--- src/rtl/clk_div_pkg.sv ---
package clk_div_pkg;

   typedef enum logic [1:0] {
      DM_SLOW = 2'd0,
      DM_FAST = 2'd1,
      DM_PARK = 2'd2
   } div_mode_e;

endpackage

--- src/rtl/ckd_sel_decode.sv ---
module ckd_sel_decode
   import clk_div_pkg::*;
(
   input  logic [1:0] fsel,
   output div_mode_e  mode_a,
   output div_mode_e  mode_b
);

   always_comb begin
      mode_a = (fsel == 2'b11) ? DM_FAST : DM_SLOW;
      unique case (fsel)
         2'b00:   mode_b = DM_SLOW;
         2'b01:   mode_b = DM_FAST;
         2'b10:   mode_b = DM_PARK;
         default: mode_b = DM_FAST;
      endcase
   end

endmodule

--- src/rtl/ckd_ref_sync.sv ---
module ckd_ref_sync #(
   parameter int STAGES = 2
) (
   input  logic clk,
   input  logic arst,
   input  logic din,
   output logic rise
);

   logic [STAGES:0] chain;

   always_ff @(posedge clk or posedge arst) begin
      if (arst) chain <= '0;
      else      chain <= {chain[STAGES-1:0], din};
   end

   assign rise = chain[STAGES-1] & ~chain[STAGES];

endmodule

--- src/rtl/ckd_bank_div.sv ---
module ckd_bank_div
   import clk_div_pkg::*;
#(
   parameter int DIV_SLOW = 5,
   parameter int DIV_FAST = 4,
   parameter int LOW_LEN  = 2
) (
   input  logic      clk,
   input  logic      arst,
   input  logic      step,
   input  div_mode_e req,
   output logic      tick
);

   localparam int CW = $clog2(DIV_SLOW);
   localparam logic [CW-1:0] LAST_SLOW = CW'(DIV_SLOW - 1);
   localparam logic [CW-1:0] LAST_FAST = CW'(DIV_FAST - 1);
   localparam logic [CW-1:0] LOW_CNT   = CW'(LOW_LEN);

   logic [CW-1:0] cnt;
   logic [CW-1:0] cnt_inc;
   logic [CW-1:0] last;
   div_mode_e     mode_q;
   div_mode_e     eff;

   always_comb begin
      eff     = (cnt < LOW_CNT) ? req : mode_q;
      last    = (eff == DM_FAST) ? LAST_FAST : LAST_SLOW;
      cnt_inc = cnt + 1'b1;
   end

   always_ff @(posedge clk or posedge arst) begin
      if (arst) begin
         cnt    <= '0;
         mode_q <= DM_SLOW;
         tick   <= 1'b0;
      end else if (step) begin
         if (eff == DM_PARK) begin
            cnt    <= '0;
            mode_q <= DM_PARK;
            tick   <= 1'b0;
         end else begin
            mode_q <= eff;
            if (cnt == last) begin
               cnt  <= '0;
               tick <= 1'b0;
            end else begin
               cnt  <= cnt_inc;
               tick <= (cnt_inc >= LOW_CNT);
            end
         end
      end
   end

endmodule

--- src/rtl/clk_div_ctrl.sv ---
module clk_div_ctrl
   import clk_div_pkg::*;
#(
   parameter int DIV_SLOW    = 5,
   parameter int DIV_FAST    = 4,
   parameter int NUM_A       = 2,
   parameter int NUM_B       = 2,
   parameter int SYNC_STAGES = 2
) (
   input  logic             clk_src,
   input  logic             mreset,
   input  logic             ref_prim,
   input  logic             ref_alt,
   input  logic             ref_sel,
   input  logic             bypass,
   input  logic [1:0]       fsel,
   input  logic             ref_oe_n,
   output logic [NUM_A-1:0] qa_p,
   output logic [NUM_A-1:0] qa_n,
   output logic [NUM_B-1:0] qb_p,
   output logic [NUM_B-1:0] qb_n,
   output logic             qa_oe,
   output logic             qb_oe,
   output logic             ref_out,
   output logic             ref_out_en
);

   localparam int LOW_LEN = DIV_FAST / 2;
   localparam int NUM_REF = 2;

   if (DIV_FAST < 4) begin : g_bad_fast
      $error("DIV_FAST must be at least 4");
   end
   if (DIV_SLOW <= DIV_FAST) begin : g_bad_slow
      $error("DIV_SLOW must exceed DIV_FAST");
   end
   if (SYNC_STAGES < 1) begin : g_bad_sync
      $error("SYNC_STAGES must be at least 1");
   end
   if (NUM_A < 1 || NUM_B < 1) begin : g_bad_fan
      $error("each bank needs at least one output pair");
   end

   logic [NUM_REF-1:0] ref_raw;
   logic [NUM_REF-1:0] ref_rise;
   logic               step;
   div_mode_e          mode_a;
   div_mode_e          mode_b;
   logic               tick_a;
   logic               tick_b;

   assign ref_raw = {ref_alt, ref_prim};

   for (genvar s = 0; s < NUM_REF; s++) begin : g_sync
      ckd_ref_sync #(.STAGES(SYNC_STAGES)) u_sync (
         .clk  (clk_src),
         .arst (mreset),
         .din  (ref_raw[s]),
         .rise (ref_rise[s])
      );
   end

   assign step = bypass ? ref_rise[ref_sel] : 1'b1;

   ckd_sel_decode u_dec (
      .fsel   (fsel),
      .mode_a (mode_a),
      .mode_b (mode_b)
   );

   ckd_bank_div #(.DIV_SLOW(DIV_SLOW), .DIV_FAST(DIV_FAST), .LOW_LEN(LOW_LEN)) u_div_a (
      .clk  (clk_src),
      .arst (mreset),
      .step (step),
      .req  (mode_a),
      .tick (tick_a)
   );

   ckd_bank_div #(.DIV_SLOW(DIV_SLOW), .DIV_FAST(DIV_FAST), .LOW_LEN(LOW_LEN)) u_div_b (
      .clk  (clk_src),
      .arst (mreset),
      .step (step),
      .req  (mode_b),
      .tick (tick_b)
   );

   for (genvar i = 0; i < NUM_A; i++) begin : g_fan_a
      assign qa_p[i] = tick_a;
      assign qa_n[i] = ~tick_a;
   end

   for (genvar i = 0; i < NUM_B; i++) begin : g_fan_b
      assign qb_p[i] = tick_b;
      assign qb_n[i] = ~tick_b;
   end

   assign qa_oe      = ~mreset;
   assign qb_oe      = ~mreset;
   assign ref_out    = ref_sel ? ref_alt : ref_prim;
   assign ref_out_en = ~ref_oe_n;

endmodule

--- config.mk ---
export PLATFORM = sky130hd
export DESIGN_NAME = clk_div_ctrl
export DESIGN_NICKNAME = d
export VERILOG_FILES = /design/src/rtl/clk_div_pkg.sv /design/src/rtl/ckd_sel_decode.sv /design/src/rtl/ckd_ref_sync.sv /design/src/rtl/ckd_bank_div.sv /design/src/rtl/clk_div_ctrl.sv
export SDC_FILE = /design/constraint.sdc
export NUM_CORES = 1
export LEC_CHECK = 0
export BUFFER_PORTS_ARGS = -buffer_cell sky130_fd_sc_hd__clkbuf_2
export CORE_MARGIN = 2
export CORE_UTILIZATION = 53
export DETAILED_ROUTE_END_ITERATION = 16
export PLACE_DENSITY = 0.83
export SLEW_MARGIN = 0
export SYNTH_ARGS = -nofsm -noshare
export SYNTH_HDL_FRONTEND = slang
export SYNTH_HIERARCHICAL = 1
export SYNTH_SLANG_ARGS = --single-unit
--- constraint.sdc ---
create_clock -name clk_src -period 1.5 [get_ports clk_src]
set_input_delay 0.075 -clock clk_src [delete_from_list [all_inputs] [get_ports clk_src]]
set_output_delay 0.075 -clock clk_src [all_outputs]
set_load 0.01 [all_outputs]
* Word level (Yosys, flattened, before mapping)
Index checks and enable logic that the tools add are counted.
** Storage, ports and cells
- Input bits :: 9
- Word-level logic and storage cells :: 52
- Bits in registers :: 18
- Output and inout bits :: 12
** Cells by class
- Add/subtract/negate cells :: 2
- Reductions and logical operators :: 1
- Magnitude comparators :: 5
- Equality and inequality tests :: 8
- Bitwise gates (word level) :: 8
- Muxes and demuxes :: 20
** Operators by type and width (count)
- 3-bit two-way mux :: 6
- 1-bit two-way mux :: 9
- 2-bit equality test (second input constant) :: 4
- 2-bit two-way mux :: 4
- 3-bit by 1-bit adder with 3-bit output (second input constant) :: 2
- 3-bit equality test :: 2
- 3-bit by 2-bit greater-or-equal comparator with 1-bit output (second input constant) :: 2
- 3-bit by 2-bit less-than comparator with 1-bit output (second input constant) :: 2
- 1-bit inverter :: 6
- 2-bit by 1-bit equality test with 1-bit output (second input constant) :: 2
- 2-bit one-hot mux with 2 select lines :: 1
- 1-bit AND :: 2
- 2-bit logical NOT :: 1
- 1-bit by 2-bit less-than comparator with 1-bit output (second input constant) :: 1

* Longest topological paths before layout
Gate-level depths: netlist (run 1).
- Depth in word-level cells :: 8
- Depth in mapped cells :: 7

* Cells and area by module
Netlist (run 1), hierarchy kept.
** Modules (own cells, without submodules)
- ckd_bank_div :: seq. area each 150.1 um^2, area each 375.4 um^2, times used 2, cells an instance 38
- ckd_ref_sync :: seq. area each 75.1 um^2, area each 92.6 um^2, times used 2, cells an instance 5
- clk_div_ctrl :: seq. area each 0.0 um^2, area each 96.3 um^2, times used 1, cells an instance 14
- ckd_sel_decode :: seq. area each 0.0 um^2, area each 27.5 um^2, times used 1, cells an instance 5

* Least setup slack after synthesis (run 1)
No wires, ideal clock.
- Path kind :: register -> register
- From :: register g_sync[1].u_sync.chain[1]
- To :: register (tool-made name)
- Data arrival time :: 1.221 ns
- Setup time :: 0.125 ns
- Setup slack :: 0.155 ns
- Period minus slack after synthesis :: 1.345 ns
- Cell stages (with the launch flop) :: 7
- Cells stage by stage :: dfrtp_1 -> nor2b_4 -> mux2i_1 -> nand2_1 -> clkbuf_2 -> nand2_1 -> mux2_2
** RTL lines
- from (decl) :: RTL line ckd_ref_sync.sv:10 : logic [STAGES:0] chain;
- from (signal assigned) :: RTL line ckd_ref_sync.sv:14 : else chain <= {chain[STAGES-1:0], din};

==> results of run 1 <==
## report_power, final
| group | internal (mW) | switching, mW | total, mW |
|---|---|---|---|
| Sequential | 0.637 | 0.183 | 0.820 |
| Combinational | 0.473 | 0.457 | 0.931 |
| Clock | 0.148 | 0.143 | 0.291 |
| Total | 1.26 | 0.784 | 2.04 |
## how the worst min path moves through the flow
| stage | slack (ps) | to | from | cells past startpoint |
|---|---|---|---|---|
| 3_5_place_dp | -7 | g_sync[1].u_sync/chain[2] | mreset | 2 |
| 3_3_place_gp | -10 | g_sync[0].u_sync/chain[2] | mreset | 2 |
| 6_report | 70 | register | fsel[0] | 2 |
| 5_1_grt | 70 | register | fsel[0] | 2 |
| 4_1_cts | 60 | register | fsel[0] | 2 |
| 2_1_floorplan | -170 | g_sync[0].u_sync/chain[0] | mreset | 1 |
## what timing repair did
item | CTS | global route
setup endpoints to repair | 0 | 3
hold endpoints to repair | 20 | 0
resized for setup | 0 | 1
hold buffers | 3 | 0
## per-layer routing
metal,wire length (um),vias up
met4,19,0
met1,793,354
met2,982,12
met3,53,2
li1,-,371
met5,0,-
## cell usage in the layout (no fill, tap or decap), types with 4 or more instances in the layout
cell      instances
ha_1              4
nand2_1           4
mux2_2            4
dfrtp_1          18
o22ai_1           4
inv_1            14
clkbuf_2         20
nand2b_1         12
## worst register-to-register path: stages (launching register included)
cell and delay, ps:
dfrtp_1 410, nor2b_4 130, mux2i_1 150, nand2_2 130, nand2_1 110, mux2_2 340
## per-stage QoR
stage	power, mW	worst slack (ps)	instances	hold WS, ps	utilization [%]
after floorplan	1.60	155	105	-171	-
after global placement	1.70	193	143	-12.8	59.0
after detailed placement	1.75	95.9	143	-7.46	59.0
after CTS	2.05	77.2	150	60.1	62.5
after global routing	2.23	3.15	150	74.7	62.6
final	2.04	121	150	73.6	62.6
## kinds of logic after synthesis
family,after synthesis,synth area share [%]
buffers and inverters,25,11.9
multiplexers,6,6.61
AND/OR/NAND/NOR,33,19.2
adder cells (fa/ha/maj),4,4.72
other,1,0.354
XOR/XNOR,2,1.65
flip-flops,18,42.5
AO/OA/AOI/OAI,16,13.0
## layout make-up
cell class	instances	area, um2
Tap cell	27	33.8
Fill cell	162	718
Sequential cell	18	450
Inverter	14	52.6
Multi-Input combinational cell	62	485
Clock buffer	4	36.3
Timing Repair Buffer	25	145
==> results by group, run 1 <==
Synth
  – Most frequent cells after synthesis: dfrtp_1, inv_1, nand2b_1, buf_4, nand2_1
  – Ys Warns: 6
  – Mapped Area: 1060 um2
  – Yosys top cell by area: dfrtp_1
  – Synthesized netlist cell count: 105
  – Post-synth EDFFs: 0
  – Post-Syn Nets: 118
  – Fraction of registers with async set/reset: 100%
  – Distinct cells, synth: 28
  – Synth Register Bits: 18
  – Most frequent cell after synthesis: dfrtp_1
  – Register area share after synthesis: 42.5%
  – Synth area leaders: dfrtp_1, nand2b_1, buf_4
  – Syn_area_per_cell: 10.1 um2
  – Yosys top cell area share: 42.5%
  – Synth Flop Type: dfrtp_1

Worst setup path
  – Cell with the largest stage delay on the worst path: dfrtp_1
  – Critical Path Source: g_sync[0].u_sync/chain[1]
  – Worst R2R Start: g_sync[0].u_sync/chain[1]
  – Worst Path Buf+Inv: 0
  – Critical Path Source Type: register
  – CP Depth: 5
  – Setup CP Type: reg2reg
  – Worst R2R Path Depth: 5
  – CP Capture Type: register
  – CP peak stage delay: 410 ps
  – Reg-to-reg slack, setup: 120 ps
  – WP data required: 1670 ps
  – Critical path cell sequence: nor2b_4 -> mux2i_1 -> nand2_2 -> nand2_1 -> mux2_2
  – WP data arrival: 1550 ps
  – CP delay by family, top: multiplexers
  – Crit-path max FO: 6

Placed design
  – Hpwl dp: 1.43 mm
  – IO Port Bufs: 20
  – Final Wtd Congestion: 0.822
  – Post-DP Area: 1130 um2

Cells and area
  – Design area: 1200 um2
  – Share of layout cells above drive strength 1: 34.1%
  – Area growth syn-to-layout: 13.6%
  – Antenna Cells: 0
  – Final net count: 137

Clocking
  – Clk sink count: 18
  – Clk Tree Root Cell: clkbuf_4
  – Postcts setup bufs: 0
  – Clock latency at the later pin of the worst-skew pair: 290 ps
  – CTS clk-pin slew, worst paths: 100 ps
  – CTS H-tree lvls: 1
  – CTS max path bufs: 2
  – CTS tree: built
  – CTS buffer count: 3

Detailed routing
  – Drt initial violations: 11
  – DRC viols: 0
  – Via density: 4.93
  – Antenna viol nets, final: 0
  – Via count: 739
  – DRT Wirelength: 1.85 mm
  – 1st-pass router iterations: 4
  – Wirelength per Cell: 12.3 um

Timing
  – Unrepaired setup endpoints after global routing: no
  – Clk_skew: 8.46 ps
  – Part of the cycle the worst path needs: 91.9%
  – Final Max Slew Viols: 0
  – Final setup vio count: 0
  – Final min period: 1380 ps
  – Final setup TNS: 0 ps
  – Final Hold Vio Count: 0
  – Maximum clock rate: 725 MHz

Global routing
  – Global-route wire length before repair: 3.42 mm
  – Total track usage: 19.0%
  – Vias in the first global route: 773
  – M1 GR Usage: 21.5%
  – Initial antenna violation count: 0
  – M3 GR Usage: 3.70%
  – Grt total ovfl: 0
  – Most Used Layer, Global Route: met2
  – M2 GR Usage: 34.9%
  – Largest net degree at the start of global routing: 11

Floorplanning
  – Chip Height: 48.7 um
  – Num rows: 16
  – Core outline area: 1920 um2
  – Die width: 48.7 um
  – Initial Util: 55.1%
  – Die ar.: 2370 um2
  – IO Count: 21

Run
  – Total of max-cap violations: 0

Pwr
  – Cell leakage power: 0.605 nW
  – Peak VDD IR: 0.00107 V
  – PD cells: 1700 nW/um2

Worst hold path
  – Hold Path Class: in2reg

Run status
  – Status: completed
Power figures use the tool's default switching activity.
==> run 2: changes to the inputs <==
--- a/config.mk
+++ b/config.mk
@@ -6,7 +6,7 @@
 export NUM_CORES = 1
 export LEC_CHECK = 0
 export BUFFER_PORTS_ARGS = -buffer_cell sky130_fd_sc_hd__clkbuf_2
-export CORE_MARGIN = 2
+export CORE_MARGIN = 1
 export CORE_UTILIZATION = 53
 export DETAILED_ROUTE_END_ITERATION = 16
 export PLACE_DENSITY = 0.83
==> run 2 against run 1 <==
Largest power group unchanged; global-route usage increased by 1.1 points; largest cell class unchanged; first-iteration DRC count unchanged; via count is 1.2% higher; non-clock buffer count did not move; critical path depth did not move; clock-buffer cell count unchanged.
==> results by group, run 2 (synthesis results as in run 1) <==
Detailed routing
  – Drt initial violations: 11 (unchanged)
  – 1st-pass router iterations: 4 (unchanged)
  – Antenna viol nets, final: 0 (unchanged)
  – Via density: 5.05 (+2.6%)
  – Wirelength per Cell: 11.9 um (-3.7%)
  – DRC viols: 0 (unchanged)
  – DRT Wirelength: 1.76 mm (-5.0%)
  – Via count: 748 (+1.2%)

Run status
  – Status: completed

Floorplanning
  – Core outline area: 1800 um2 (-6.2%)
  – Die width: 46.7 um (-4.1%)
  – Num rows: 15 (-1)
  – Chip Height: 46.7 um (-4.1%)
  – Initial Util: 58.8% (+3.7 points)
  – IO Count: 21 (unchanged)
  – Die ar.: 2180 um2 (-8.0%)

Clocking
  – Clk Tree Root Cell: clkbuf_4
  – Postcts setup bufs: 0 (unchanged)
  – CTS tree: built
  – CTS max path bufs: 2 (unchanged)
  – CTS H-tree lvls: 1 (unchanged)
  – Clk sink count: 18 (unchanged)
  – CTS buffer count: 3 (unchanged)
  – CTS clk-pin slew, worst paths: 90 ps (about the same)
  – Clock latency at the later pin of the worst-skew pair: 280 ps (about the same)

Worst setup path
  – Worst Path Buf+Inv: 0 (unchanged)
  – Critical Path Source Type: register
  – CP peak stage delay: 390 ps (-20 ps)
  – WP data required: 1670 ps (about the same)
  – CP delay by family, top: multiplexers
  – Reg-to-reg slack, setup: 100 ps (-20 ps)
  – CP Capture Type: register
  – Crit-path max FO: 8 (+2)
  – WP data arrival: 1570 ps (+20 ps)
  – Cell with the largest stage delay on the worst path: dfrtp_1
  – Setup CP Type: reg2reg
  – Critical path cell sequence: nor2b_4 -> mux2i_1 -> nand2_2 -> nand2_1 -> mux2_2

Timing
  – Final Hold Vio Count: 0 (unchanged)
  – Worst hold margin: 67.2 ps (-6.38 ps)
  – Final Max Slew Viols: 0 (unchanged)
  – Final setup vio count: 0 (unchanged)
  – Final min period: 1400 ps (+17.9 ps)
  – Part of the cycle the worst path needs: 93.1% (+1.2 points)
  – Clk_skew: 1.07 ps (-7.39 ps)
  – Final setup TNS: 0 ps (unchanged)
  – Unrepaired setup endpoints after global routing: no
  – Maximum clock rate: 716 MHz (-1.3%)

Pwr
  – Combinational group share of total power: 45.6% (about the same)
  – Pint: 1.26 mW (about the same)
  – Cell leakage power: 0.605 nW (unchanged)
  – Sequential Power Share: 40.4% (+0.2 points)
  – Clock power share: 14.0% (-0.3 points)
  – PD cells: 1690 nW/um2 (-0.64%)
  – Sw frac: 37.8% (-0.55 points)
  – Power, Total: 2.02 mW (-0.84%)
  – Peak VDD IR: 0.00105 V (-1.8%)
  – Sw power: 766 uW (-2.3%)

Run
  – Total of max-cap violations: 0 (unchanged)

Worst hold path
  – Hold Path Class: in2reg

Cells and area
  – Commonest non-fill, non-tap cell in the layout: clkbuf_2
  – Final net count: 137 (unchanged)
  – # fillers: 149 (-8.0%)
  – Commonest cells after routing, fill and taps aside: clkbuf_2, dfrtp_1, inv_1, nand2b_1
  – Antenna Cells: 0 (unchanged)
  – Area growth syn-to-layout: 13.3%
  – Util after Layout: 66.7% (+4.0 points)
  – Share of layout cells above drive strength 1: 34.1% (unchanged)
  – Design area: 1200 um2 (-0.21%)

Placed design
  – IO Port Bufs: 20 (unchanged)
  – Hpwl dp: 1.39 mm (-3.0%)
  – Final Wtd Congestion: 0.809 (-1.7%)
  – Post-DP Area: 1130 um2 (-0.22%)

Global routing
  – Largest net degree at the start of global routing: 11 (unchanged)
  – Global-route wire length before repair: 3.06 mm (-11%)
  – Vias in the first global route: 741 (-4.1%)
  – Initial antenna violation count: 0 (unchanged)
  – Grt total ovfl: 0 (unchanged)
  – Total track usage: 20.1% (+1.1 points)
## run 2: repair_timing
item                                    4_1_cts  5_1_grt
endpoints found under the setup margin        0        3
gates resized for setup                       0        1
hold buffers                                  3        0
hold endpoints to repair                     20        0
## run 2: path summary, 6_finish.rpt
check,start,end,depth (start not counted)
max,g_sync[1].u_sync/chain[1],register,5
max reg2reg,g_sync[1].u_sync/chain[1],register,5
min in group asynchronous,mreset,g_sync[1].u_sync/chain[2],3
min reg2reg,g_sync[1].u_sync/chain[0],g_sync[1].u_sync/chain[1],0
max in group asynchronous,mreset,async pin,3
min,fsel[0],register,2
## run 2: power by group through the flow
stage	Clock [mW]	Combinational (mW)	Sequential, mW
finish	0.284	0.923	0.818
detailed placement	0	0.924	0.828
CTS	0.299	0.930	0.818
floorplan	0	0.817	0.778
global route	0.333	1.04	0.852
global placement	0	0.876	0.812
## run 2: worst register-to-register path, delay by kind of cell (launching register included)
kind             cells  cell delay, ps
muxes                2             510
DFF                  1             390
and+or+nand+nor      3             380
## run 2: routing by layer
metal | vias to the layer above | track usage (%) | wire, um
li1 | 373 | - | -
met1 | 350 | 23.4 | 736
met2 | 23 | 35.8 | 941
met3 | 2 | 5.88 | 67
met4 | 0 | 5.14 | 10
met5 | - | 0 | 0
## run 2: cell type report
| type | instances | area, um2 | share of cell area [%] |
|---|---|---|---|
| Clock buffer | 4 | 36.3 | 3.02 |
| Inverter | 14 | 52.6 | 4.38 |
| Multi-Input combinational cell | 62 | 485 | 40.4 |
| Sequential cell | 18 | 450 | 37.5 |
| Tap cell | 25 | 31.3 | 2.60 |
| Timing Repair Buffer | 25 | 145 | 12.1 |
## run 2: stage by stage
stage          setup WS [ps]  instances
3_5_place_dp            58.9        141
4_1_cts                 42.6        148
2_1_floorplan            155        105
5_1_grt                 12.4        148
3_3_place_gp             143        141
6_report                 103        148
